==> config.mk <==
export PLATFORM = sky130hd
export DESIGN_NAME = dcp_pwm_timer
export DESIGN_NICKNAME = d
export VERILOG_FILES = /design/src/rtl/dcp_pkg.sv /design/src/rtl/dcp_prescaler.sv /design/src/rtl/dcp_counter.sv /design/src/rtl/dcp_output.sv /design/src/rtl/dcp_pwm_timer.sv
export SDC_FILE = /design/constraint.sdc
export NUM_CORES = 1
export LEC_CHECK = 0
export ABC_AREA = 1
export BUFFER_PORTS_ARGS = -buffer_cell sky130_fd_sc_hd__buf_4
export CELL_PAD_IN_SITES_DETAIL_PLACEMENT = 2
export CELL_PAD_IN_SITES_GLOBAL_PLACEMENT = 2
export CORE_ASPECT_RATIO = 1.5
export CORE_MARGIN = 5
export CORE_UTILIZATION = 34
export DETAILED_ROUTE_END_ITERATION = 6
export PLACE_DENSITY = 0.88
export SLEW_MARGIN = 40
export SYNTH_ARGS = -nofsm -noshare
export SYNTH_HDL_FRONTEND = slang
export SYNTH_SLANG_ARGS = --single-unit
==> constraint.sdc <==
create_clock -name clk -period 2.4 [get_ports clk]
set_input_delay 0.24 -clock clk [delete_from_list [all_inputs] [get_ports clk]]
set_output_delay 0.24 -clock clk [all_outputs]
set_load 0.005 [all_outputs]
==> src/rtl/dcp_pkg.sv <==
package dcp_pkg;

    localparam int SEL_W   = 3;
    localparam int PRESC_W = 1 << SEL_W;

    typedef enum logic {
        CMP_SET = 1'b0,
        CMP_CLR = 1'b1
    } cmp_sel_e;

    typedef struct packed {
        logic run;
        logic active_low;
        logic out_en;
    } ctrl_t;

    // Low-order mask of (sel+1) ones: prescaler strobes when these bits are all set
    function automatic logic [PRESC_W-1:0] div_mask(input logic [SEL_W-1:0] sel);
        logic [PRESC_W-1:0] m;
        m = '0;
        for (int i = 0; i < PRESC_W; i++) begin
            if (i <= int'(sel)) m[i] = 1'b1;
        end
        return m;
    endfunction

endpackage

==> src/rtl/dcp_prescaler.sv <==
module dcp_prescaler
    import dcp_pkg::*;
(
    input  logic             clk,
    input  logic             rst,
    input  logic             run,
    input  logic [SEL_W-1:0] sel,
    output logic             tick
);

    logic [PRESC_W-1:0] presc_q;
    logic [PRESC_W-1:0] mask;

    assign mask = div_mask(sel);
    assign tick = run && ((presc_q & mask) == mask);

    always_ff @(posedge clk) begin
        if (rst || !run) begin
            presc_q <= '0;
        end else begin
            presc_q <= presc_q + 1'b1;
        end
    end

endmodule

==> src/rtl/dcp_counter.sv <==
module dcp_counter #(
    parameter int CNT_W = 16
) (
    input  logic             clk,
    input  logic             rst,
    input  logic             run,
    input  logic             tick,
    output logic [CNT_W-1:0] cnt,
    output logic             wrap,
    output logic             ovf
);

    logic [CNT_W-1:0] cnt_q;
    logic             ovf_q;

    assign cnt  = cnt_q;
    assign wrap = tick && (cnt_q == {CNT_W{1'b1}});
    assign ovf  = ovf_q;

    always_ff @(posedge clk) begin
        if (rst || !run) begin
            cnt_q <= '0;
        end else if (tick) begin
            cnt_q <= cnt_q + 1'b1;
        end
    end

    always_ff @(posedge clk) begin
        if (rst) begin
            ovf_q <= 1'b0;
        end else begin
            ovf_q <= wrap;
        end
    end

endmodule

==> src/rtl/dcp_output.sv <==
module dcp_output
    import dcp_pkg::*;
#(
    parameter int CNT_W = 16
) (
    input  logic             clk,
    input  logic             rst,
    input  ctrl_t            ctrl,
    input  logic             wrap,
    input  logic [CNT_W-1:0] cnt,
    input  logic             cmp_wr,
    input  cmp_sel_e         cmp_sel,
    input  logic [CNT_W-1:0] cmp_wdata,
    output logic [CNT_W-1:0] cmp_set,
    output logic [CNT_W-1:0] cmp_clr,
    output logic             act,
    output logic             pin
);

    localparam int NCMP = 2;

    logic [CNT_W-1:0] shadow_q [NCMP];
    logic [CNT_W-1:0] work_q   [NCMP];
    logic             act_q;

    for (genvar g = 0; g < NCMP; g++) begin : g_cmp
        always_ff @(posedge clk) begin
            if (rst) begin
                shadow_q[g] <= '0;
            end else if (cmp_wr && (int'(cmp_sel) == g)) begin
                shadow_q[g] <= cmp_wdata;
            end
        end

        always_ff @(posedge clk) begin
            if (rst) begin
                work_q[g] <= '0;
            end else if (!ctrl.run || wrap) begin
                work_q[g] <= shadow_q[g];
            end
        end
    end

    assign cmp_set = work_q[int'(CMP_SET)];
    assign cmp_clr = work_q[int'(CMP_CLR)];

    always_ff @(posedge clk) begin
        if (rst || !ctrl.run) begin
            act_q <= 1'b0;
        end else if (cmp_set == cmp_clr) begin
            act_q <= 1'b0;
        end else if (cnt == cmp_set) begin
            act_q <= 1'b1;
        end else if (cnt == cmp_clr) begin
            act_q <= 1'b0;
        end
    end

    assign act = act_q;
    assign pin = ctrl.out_en && (act_q ^ ctrl.active_low);

endmodule

==> src/rtl/dcp_pwm_timer.sv <==
module dcp_pwm_timer
    import dcp_pkg::*;
#(
    parameter int CNT_W = 16
) (
    input  logic             clk,
    input  logic             rst,
    input  logic             clk_supply_en,
    input  logic             count_en,
    input  logic [2:0]       clk_sel,
    input  logic             active_low,
    input  logic             out_en,
    input  logic             cmp_wr,
    input  logic             cmp_sel,
    input  logic [CNT_W-1:0] cmp_wdata,
    output logic             pwm_out,
    output logic             ovf
);

    ctrl_t            ctrl;
    logic             run;
    logic             tick;
    logic             wrap;
    logic             act;
    logic [CNT_W-1:0] cnt;
    logic [CNT_W-1:0] cmp_set;
    logic [CNT_W-1:0] cmp_clr;

    assign run             = clk_supply_en && count_en;
    assign ctrl.run        = run;
    assign ctrl.active_low = active_low;
    assign ctrl.out_en     = out_en;

    dcp_prescaler u_presc (
        .clk  (clk),
        .rst  (rst),
        .run  (run),
        .sel  (clk_sel),
        .tick (tick)
    );

    dcp_counter #(.CNT_W(CNT_W)) u_cnt (
        .clk  (clk),
        .rst  (rst),
        .run  (run),
        .tick (tick),
        .cnt  (cnt),
        .wrap (wrap),
        .ovf  (ovf)
    );

    dcp_output #(.CNT_W(CNT_W)) u_out (
        .clk       (clk),
        .rst       (rst),
        .ctrl      (ctrl),
        .wrap      (wrap),
        .cnt       (cnt),
        .cmp_wr    (cmp_wr),
        .cmp_sel   (cmp_sel_e'(cmp_sel)),
        .cmp_wdata (cmp_wdata),
        .cmp_set   (cmp_set),
        .cmp_clr   (cmp_clr),
        .act       (act),
        .pin       (pwm_out)
    );

endmodule

==> metrics.txt, run 1 <==
Detail Route Antenna Nets 0; P&R area growth vs syn 14.5%; CP Launch Point u_cnt.cnt[0]$_SDFFE_PP0P_; clock sinks 90; post-synth top area share around two fifths; GR Util met1 ~16%; Least-Margin Pin Slew between 0.7 and 0.8 ns; largest area contributor in the netlist edfxtp_1; Post-Synth Adder-Cell Area less than 1%; DP Wirelength between 9 and 10 mm; XOR/XNOR Fraction of Synth Area 6.99%; area taken by multi-input logic gates about 1900 sq um; status finished, final reports clean; largest net degree at the start of global routing 33; final hold violation count 0; skew final ~0.0067 ns; hold crit path type in2reg; Leak approximately 2.4 nW; crit path to u_out.work_q[1][15]$_SDFFCE_PN0P_; H-tree Lvls 3; met3 Use GR 3.01%; RSZ-0062 raised after global routing no; share of cells above drive strength 1 around 16%; number of flops mapped to enable cells by yosys 64; Vias about 3700; register area around 2400 sq um; #FFs+latches synth 90; Synth Instances 566; register area share after synthesis about half; fmax just under 500 MHz; fillcell total 1625; minimum clock period ~2.0 ns; total setup buffers inserted after CTS 0; Placer Congestion approximately 0.85; max_slew headroom about 53%; ys async rst share 0%; R2R Setup Slk 0.39 ns; WL final 12.3 mm; die width 108 um; Critical Path AT about 2.2 ns; largest family of logic cells by synthesized area simple AND/OR/NAND/NOR gates; Mean Syn Cell Area roughly 8.6 sq um; clock latency on the worst-skew pair 0.34 ns; vias in the first global route 4117; maximum clock path buffer count 2; synthesized net count 595; GRT Total Usage between 10% and 20%; grt total ovfl 0; fin. max-slew vios 0; # Max-Cap Violations 0; die area between 15000 and 20000 sq um; cts repair resizes 0; initial core utilization 34.8%; 1st-iter DRT viols 69; mux share of post-synthesis cell area 0%; I/O pin count 29; CTS Buf Count 9; CP Capture Type flip-flop; fin crit share between 80% and 90%; Detailed Routing Iterations Pass 1 4; Worst Path Required 2.60 ns; Diodes inserted 0; root buffer cell clkbuf_16; buffers added on ports 28; simple logic cell fraction of the synthesized area 28.7%; Setup violations, final 0; ys flop type edfxtp_1; Unique masters post-synth 30; worst reg-to-reg path cell count 10; Core Region 14100 sq um; first-pass GRT wire length 20.5 mm; Area contributors post-synth edfxtp_1 39%, dfxtp_1 11%, nand2_1 10%; Clock Pin Slew Worst Setup and Hold Paths approximately 0.07 ns; synthesized area 4890 sq um; FP Rows 53; Critical Path Start Type flip-flop; final net count about 620; met2 Use GR a little under a third; hold_ws between 0.08 and 0.09 ns; r2r endpoint u_out.work_q[1][15]$_SDFFCE_PN0P_; power per cell area about 670 nW/um^2; number of synthesis warnings 0; WL/cell around 16 um; die height 157 um; critical path class reg2reg; TritonCTS clock tree done; setup TNS 0 ns; hold_buf cts 0; synth cell count leaders 132 x nand2_1, 99 x inv_1, 83 x nor2_1, 64 x edfxtp_1, 33 x xor2_1; global route hottest layer met2; critical path peak fanout 32; antenna violations before repair 0; worst vdd ir 0.000520 V; Post-route DRC 0; post-synthesis compound-gate area fraction under 10%; count leader, synth nand2_1; vias per cell around 4.6; RR Startpoint u_cnt.cnt[0]$_SDFFE_PP0P_
## power by group
part	total, mW	internal [mW]	switching, mW
Combinational	0.354	0.134	0.220
Clock	1.57	0.928	0.638
Sequential	1.81	1.76	0.0552
Total	3.73	2.82	0.913
## placed cells by master (no fill, tap or decap), drive strengths merged
master | synthesis | layout
a21oi | 25 | 25
nand3b | 1 | 1
a22oi | 1 | 1
nand3 | 17 | 17
ha | 2 | 2
buf | 14 | 34
nor4 | 1 | 1
clkinv | 0 | 3
xor2 | 33 | 33
clkbuf | 4 | 10
nand4 | 3 | 3
or2 | 4 | 4
inv | 100 | 101
nor3b | 1 | 1
dfxtp | 26 | 26
o21ai | 4 | 4
xnor2 | 6 | 6
nand2 | 136 | 136
nor3 | 4 | 4
edfxtp | 64 | 64
o21a | 1 | 1
nor2 | 119 | 119
bufinv | 0 | 2
## state kept, by name, summed over array words and instances, names as in the netlist
name	flops
u_cnt.cnt	16
u_cnt.ovf	1
u_out.act	1
u_out.shadow_q	32
u_out.work_q	32
u_presc.presc_q	8
## worst max-delay path: stages, from the launching register on
cell and delay (ns):
dfxtp_1 0.47, ha_1 0.25, nand2_2 0.09, nor2_4 0.15, nand2_2 0.08, nor2_2 0.12, nand4_2 0.15, nand2_2 0.12
nand2_4 0.06, buf_12 0.22, nor2_1 0.14
## final cells by class
cell class | instances | area share [%]
flip-flops and latches | 90 | 43.6
multi-input cells | 358 | 34.5
inverters | 100 | 6.71
repair buffers | 34 | 5.01
well taps | 192 | 4.29
clock buffers | 10 | 4.09
clock inverters | 6 | 1.74
## layer usage
layer,up-vias,routed length [um]
met5,-,0
met4,0,179
met3,12,260
met2,40,7330
met1,1828,4570
li1,1772,-
## cells by family (layout without fill, tap and decap cells)
family / count (synthesis) / in the layout
compound gates: 31 / 31
xor+xnor: 39 / 39
fa+ha+maj: 2 / 2
buf+inv: 118 / 150
flops: 90 / 90
simple gates: 286 / 286
## stage by stage
step | utilization [%] | power [mW] | setup slack, ns | cells | area [sq um]
finish | 39.8 | 3.73 | 0.386 | 790 | 5600
global route | 39.8 | 3.90 | 0.263 | 790 | 5600
CTS | 39.8 | 3.79 | 0.360 | 790 | 5600
detailed placement | 37.5 | 2.21 | 0.400 | 774 | 5270
global placement | 37.5 | 2.16 | 0.506 | 774 | 5270
floorplan | - | 2.08 | 0.135 | 566 | 4890
## worst min path at each step
stage / endpoint / slack, ns / cells past startpoint / from
6_report: u_cnt.ovf$_SDFF_PP0_ / 0.09 / 2 / rst
5_1_grt: u_cnt.ovf$_SDFF_PP0_ / 0.08 / 2 / rst
4_1_cts: u_cnt.ovf$_SDFF_PP0_ / 0.07 / 2 / rst
3_5_place_dp: u_cnt.ovf$_SDFF_PP0_ / 0.44 / 2 / rst
3_3_place_gp: u_cnt.ovf$_SDFF_PP0_ / 0.44 / 2 / rst
2_1_floorplan: u_cnt.ovf$_SDFF_PP0_ / 0.32 / 1 / rst
No activity file was read; power rests on OpenSTA's default activity.
==> run 2, diff against run 1 <==
==> constraint.sdc (replaced) <==
create_clock -name clk -period 1.7 [get_ports clk]
set_input_delay 0.17 -clock clk [delete_from_list [all_inputs] [get_ports clk]]
set_output_delay 0.17 -clock clk [all_outputs]
set_load 0.005 [all_outputs]
==> metrics.txt, run 2 (synthesis gave the netlist of run 1 again) <==
die area between 15000 and 20000 sq um; Most common cell on crit path nor2_4; largest net degree at the start of global routing 18; CP Capture Type flip-flop; most frequent cells in the layout 131 x nand2_1, 99 x inv_1, 77 x nor2_1; Vias between 3000 and 4000; worst reg-to-reg path cell count 9; P&R area growth vs syn 22.1%; failing checks negative setup slack; Detailed Routing Iterations Pass 1 4; critical path class reg2reg; H-tree Lvls 3; status complete, but fails checks; hold path start cmp_wdata[14]; fmax 586 MHz; grt total ovfl 0; WL final approximately 14 mm; clock sinks 90; hold crit path type in2reg; DP Wirelength slightly above 10 mm; PnR worst setup slack -0.00610 ns; CTS Buf Count 9; Clock Power Share about 39%; setup TNS -0.00612 ns; clock latency on the worst-skew pair 0.35 ns; Final Core Density between 40% and 50%; critical-path cell list nand2_1 > nor2_4 > nand2_2 > nor2_4 > nand4_4 > nand2_4 > nand2_8 > buf_12 > nor2_4; vias per cell approximately 4.6; final hold violation count 0; Least-Margin Pin Slew 0.432 ns; logic gate share of total power between 10 and 15%; fin crit share 100%; vias in the first global route 4400; Reg power frac 50.0%; Core Region about 14000 sq um; r2r endpoint u_out.work_q[1][7]$_SDFFCE_PN0P_; hold depth 3; design area 5970 sq um; WL/cell between 15 and 20 um; Setup violations, final 2; RR Startpoint u_cnt.cnt[6]$_SDFFE_PP0P_; Worst path slowest cell dfxtp_1; Detail Route Antenna Nets 0; minimum clock period 1.71 ns; Critical Path Start Type flip-flop; maximum clock path buffer count 2; Sw Pwr 1.40 mW; buffers added on ports 28; CP Launch Point u_cnt.cnt[6]$_SDFFE_PP0P_; most common cell after layout, fill and taps aside nand2_1; final net count 653; largest stage delay on the critical path approximately 0.36 ns; TritonCTS clock tree done; placed cell areas approximately 5500 sq um; Diodes inserted 0; R2R Setup Slk -0.006 ns; root buffer cell clkbuf_16; first-pass GRT wire length about 23 mm; Clock Pin Slew Worst Setup and Hold Paths ~0.07 ns; Post-route DRC 0; antenna violations before repair 0; fin. max-slew vios 0; worst vdd ir between 0.0005 and 0.0006 V; skew final ~0.0068 ns; Worst Path Required 1.91 ns; FP Rows between 50 and 60; RSZ-0062 raised after global routing yes; Critical Path AT 1.92 ns; pre-CTS setup slack -0.0697 ns; initial core utilization roughly a third; die width 108 um; cell-internal power about 3.7 mW; critical path peak fanout 8; Placer Congestion 0.762; share of cells above drive strength 1 roughly 22%; power per cell area roughly 860 nW/um^2; Switching Share between 20 and 30%; max_slew headroom just over 70%; 1st-iter DRT viols roughly 130; Leak about 2.5 nW; Hold EP u_out.shadow_q[0][14]$_SDFFCE_PN0P_; Power Total between 5 and 6 mW; die height 157 um; GRT Total Usage about 18%; # Max-Cap Violations 0; I/O pin count 29
## run 2: cell types whose count changed in the layout (fill, tap and decap cells not counted), sizes merged
cell / change
buf: +30
clkbuf: -1
bufinv: -2
inv: +3
dlygate4sd3: +1
## run 2: worst max path at each step
stage,to,slack [ns]
CTS,u_out.work_q[1][7]$_SDFFCE_PN0P_,-0.01
finish,u_out.work_q[1][7]$_SDFFCE_PN0P_,-0.006
global route,u_out.work_q[0][4]$_SDFFCE_PN0P_,-0.08
global placement,u_out.work_q[0][15]$_SDFFCE_PN0P_,0.02
detailed placement,u_out.work_q[1][7]$_SDFFCE_PN0P_,-0.07
floorplan,u_out.work_q[0][0]$_SDFFCE_PN0P_,0.008
## run 2: worst max-delay path: cells and delay by family, from the launching register on
family,cells,cell delay (ns)
DFF,1,0.36
buffers and inverters,1,0.19
and+or+nand+nor,8,1.01
## run 2: metrics by stage
stage                     instances  hold WS (ns)
after global placement          797         0.371
final                           821         0.134
after CTS                       819         0.122
after global routing            821         0.141
after floorplan                 566         0.247
after detailed placement        797         0.367
## run 2: power by group through the flow
stage / logic (mW) / registers [mW] / clock network [mW]
2_1_floorplan: 0.359 / 2.58 / 0
3_3_place_gp: 0.472 / 2.59 / 0
3_5_place_dp: 0.525 / 2.61 / 0
4_1_cts: 0.576 / 2.56 / 2.03
5_1_grt: 0.630 / 2.58 / 2.14
6_report: 0.577 / 2.56 / 1.99
## run 2: per-layer routing
metal	vias up	share of wire, %	track usage (%)
met1	1884	36	17.4
met4	0	3.5	8.54
li1	1841	-	-
met5	-	0	0
met3	32	2.2	2.39
met2	50	58	35.2
## run 2: layout make-up
cell class / instances / area (sq um)
Clock inverter: 7 / 61.3
Timing Repair Buffer: 65 / 581
Inverter: 100 / 375
Clock buffer: 9 / 225
Multi-Input combinational cell: 358 / 2040
Fill cell: 1599 / 8090
Tap cell: 192 / 240
Sequential cell: 90 / 2450
## run 2: timing repair
action	CTS	global route
endpoints found under the hold margin	1	0
buffers inserted	3	2
hold buffers	1	0
cloned	2	0
pin swaps	4	3
setup endpoints to repair	64	70
resized for setup	11	11
==> run 3, diff against run 2 <==
--- a/config.mk
+++ b/config.mk
@@ -11,9 +11,9 @@
 export CELL_PAD_IN_SITES_GLOBAL_PLACEMENT = 2
 export CORE_ASPECT_RATIO = 1.5
 export CORE_MARGIN = 5
-export CORE_UTILIZATION = 34
+export CORE_UTILIZATION = 38
 export DETAILED_ROUTE_END_ITERATION = 6
-export PLACE_DENSITY = 0.88
+export PLACE_DENSITY = 0.92
 export SLEW_MARGIN = 40
 export SYNTH_ARGS = -nofsm -noshare
 export SYNTH_HDL_FRONTEND = slang
==> constraint.sdc (replaced) <==
create_clock -name clk -period 1.6 [get_ports clk]
set_input_delay 0.16 -clock clk [delete_from_list [all_inputs] [get_ports clk]]
set_output_delay 0.16 -clock clk [all_outputs]
set_load 0.005 [all_outputs]
==> metrics.txt, run 3 (synthesis gave the netlist of run 1 again) <==
dpl cells approximately 770; GRT Total Usage a little over a fifth; WL/cell between 20 and 25 um; share of cells above drive strength 1 about a quarter; minimum clock period ~1.7 ns; Critical Path AT 1.80 ns; Detail Route Antenna Nets 0; design area about 6000 sq um; critical path peak fanout 8; Critical Path Start Type flip-flop; die width roughly 100 um; antenna violations before repair 0; failing checks negative setup slack; placed cell areas roughly 5500 sq um; Diodes inserted 0; Routed met2 length around 9.6 mm; final net count ~660; root buffer cell clkbuf_16; Post-route DRC 0; fmax 575 MHz; Clock Power Share roughly 40%; logic gate share of total power around 11%; crit path to u_out.work_q[0][1]$_SDFFCE_PN0P_; setup TNS -7.25 ns; P&R area growth vs syn 23.4%; FP Rows 50; DR top layer met4; 1st-iter DRT viols between 100 and 150; fin crit share 109%; R2R Setup Slk -0.14 ns; vias in the first global route roughly 4600; vias per cell around 5.0; clock sinks 90; clock latency on the worst-skew pair between 0.3 and 0.4 ns; CP Capture Type flip-flop; Sw Pwr around 1.5 mW; worst vdd ir ~0.00053 V; Reg power frac between 40% and 50%; RR Startpoint u_cnt.cnt[11]$_SDFFE_PP0P_; H-tree Lvls 3; I/O pin count 29; Worst Path Required between 1.5 and 2 ns; PnR worst setup slack -0.140 ns; Least-Margin Pin Slew 0.422 ns; buffers added on ports 28; Switching Share 26.3%; critical path class reg2reg; Vias just under 4000; # Max-Cap Violations 0; Setup violations, final 65; Clock Pin Slew Worst Setup and Hold Paths roughly 0.070 ns; Detailed Routing Iterations Pass 1 4; TritonCTS clock tree done; cell-internal power 4.10 mW; post-route insts no fill between 700 and 800; maximum clock path buffer count 2; fin. max-slew vios 0; RSZ-0062 raised after global routing yes; CTS Buf Count 9; max_slew headroom a little under three quarters; status complete, but fails checks; register area between 2000 and 2500 sq um; Core Region 12600 sq um; WL met1 ~5.5 mm; area taken by multi-input logic gates around 2100 sq um; CP Launch Point u_cnt.cnt[11]$_SDFFE_PP0P_; fillcell total 1316; final hold violation count 0; grt total ovfl 0; most common cell after layout, fill and taps aside nand2_1; worst reg-to-reg path cell count 7; die height around 150 um; largest net degree at the start of global routing 18; skew final ~0.0094 ns; die area about 15000 sq um; Leak between 2 and 3 nW; WL final 15.9 mm; Placer Congestion around 0.82; DP Wirelength 10.8 mm; initial core utilization between 30% and 40%; most frequent cells in the layout 127 x nand2_1, 99 x inv_1, 76 x nor2_1; met3 WL around 300 um; r2r endpoint u_out.work_q[0][1]$_SDFFCE_PN0P_; power per cell area approximately 920 nW/um^2; first-pass GRT wire length between 20 and 25 mm; hold crit path type in2reg
==> run 3: cell count changes in the layout (fill, tap and decap cells not counted), moves of 4 or more <==
cell	before	now
a21oi_2	0	5
nand2_1	131	127
a21oi_1	25	20
nand2_2	2	7
==> run 3: area by class of cell <==
| class | count | area share (%) |
|---|---|---|
| Sequential cell | 90 | 40.7 |
| Multi-Input combinational cell | 358 | 34.2 |
| Timing Repair Buffer | 70 | 10.7 |
| Inverter | 100 | 6.23 |
| Clock buffer | 9 | 3.74 |
| Tap cell | 156 | 3.24 |
| Clock inverter | 6 | 1.20 |
==> run 3: what timing repair did <==
item / in CTS / in global routing
hold buffers: 0 / 0
buffers inserted: 3 / 2
setup endpoints to repair: 75 / 77
cloned: 1 / 3
resized for setup: 14 / 22
==> run 3: per-layer routing <==
metal | vias to the layer above | GRT usage (%)
met3 | 34 | 2.62
met4 | 0 | 7.75
met2 | 64 | 42.6
li1 | 1849 | -
met5 | - | 0
met1 | 1973 | 20.0
==> run 3: stage by stage <==
step	hold WS, ns	utilization, %	power (mW)	worst slack, ns
floorplan	0.237	-	3.12	0.00745
global placement	0.354	43.7	3.25	0.0163
detailed placement	0.369	43.7	3.33	-0.0985
CTS	0.00830	46.8	5.58	-0.0597
global route	0.0186	48.0	5.80	-0.204
finish	0.0210	48.0	5.56	-0.140
==> run 3: how the worst min path moves through the flow <==
| stage | from | endpoint | slack, ns | cells past startpoint |
|---|---|---|---|---|
| floorplan | rst | u_cnt.ovf$_SDFF_PP0_ | 0.24 | 1 |
| global placement | rst | u_cnt.ovf$_SDFF_PP0_ | 0.35 | 2 |
| detailed placement | rst | u_cnt.ovf$_SDFF_PP0_ | 0.37 | 2 |
| CTS | rst | u_cnt.ovf$_SDFF_PP0_ | 0.008 | 2 |
| global route | rst | u_cnt.ovf$_SDFF_PP0_ | 0.02 | 2 |
| finish | rst | u_cnt.ovf$_SDFF_PP0_ | 0.02 | 2 |
==> run 3: worst max-delay path, cell delays in order (launching register included) <==
cell and delay (ns):
dfxtp_1 0.39, nand2_1 0.12, nor2_2 0.20, nand2_2 0.09, nor2_4 0.14, nand4_4 0.13, nand3_4 0.20, clkbuf_16 0.19
==> run 3: power groups by stage <==
stage	combinational [mW]	clock, mW	sequential [mW]
floorplan	0.381	0	2.74
global placement	0.504	0	2.75
detailed placement	0.564	0	2.77
CTS	0.594	2.27	2.72
global route	0.671	2.39	2.74
finish	0.614	2.22	2.72
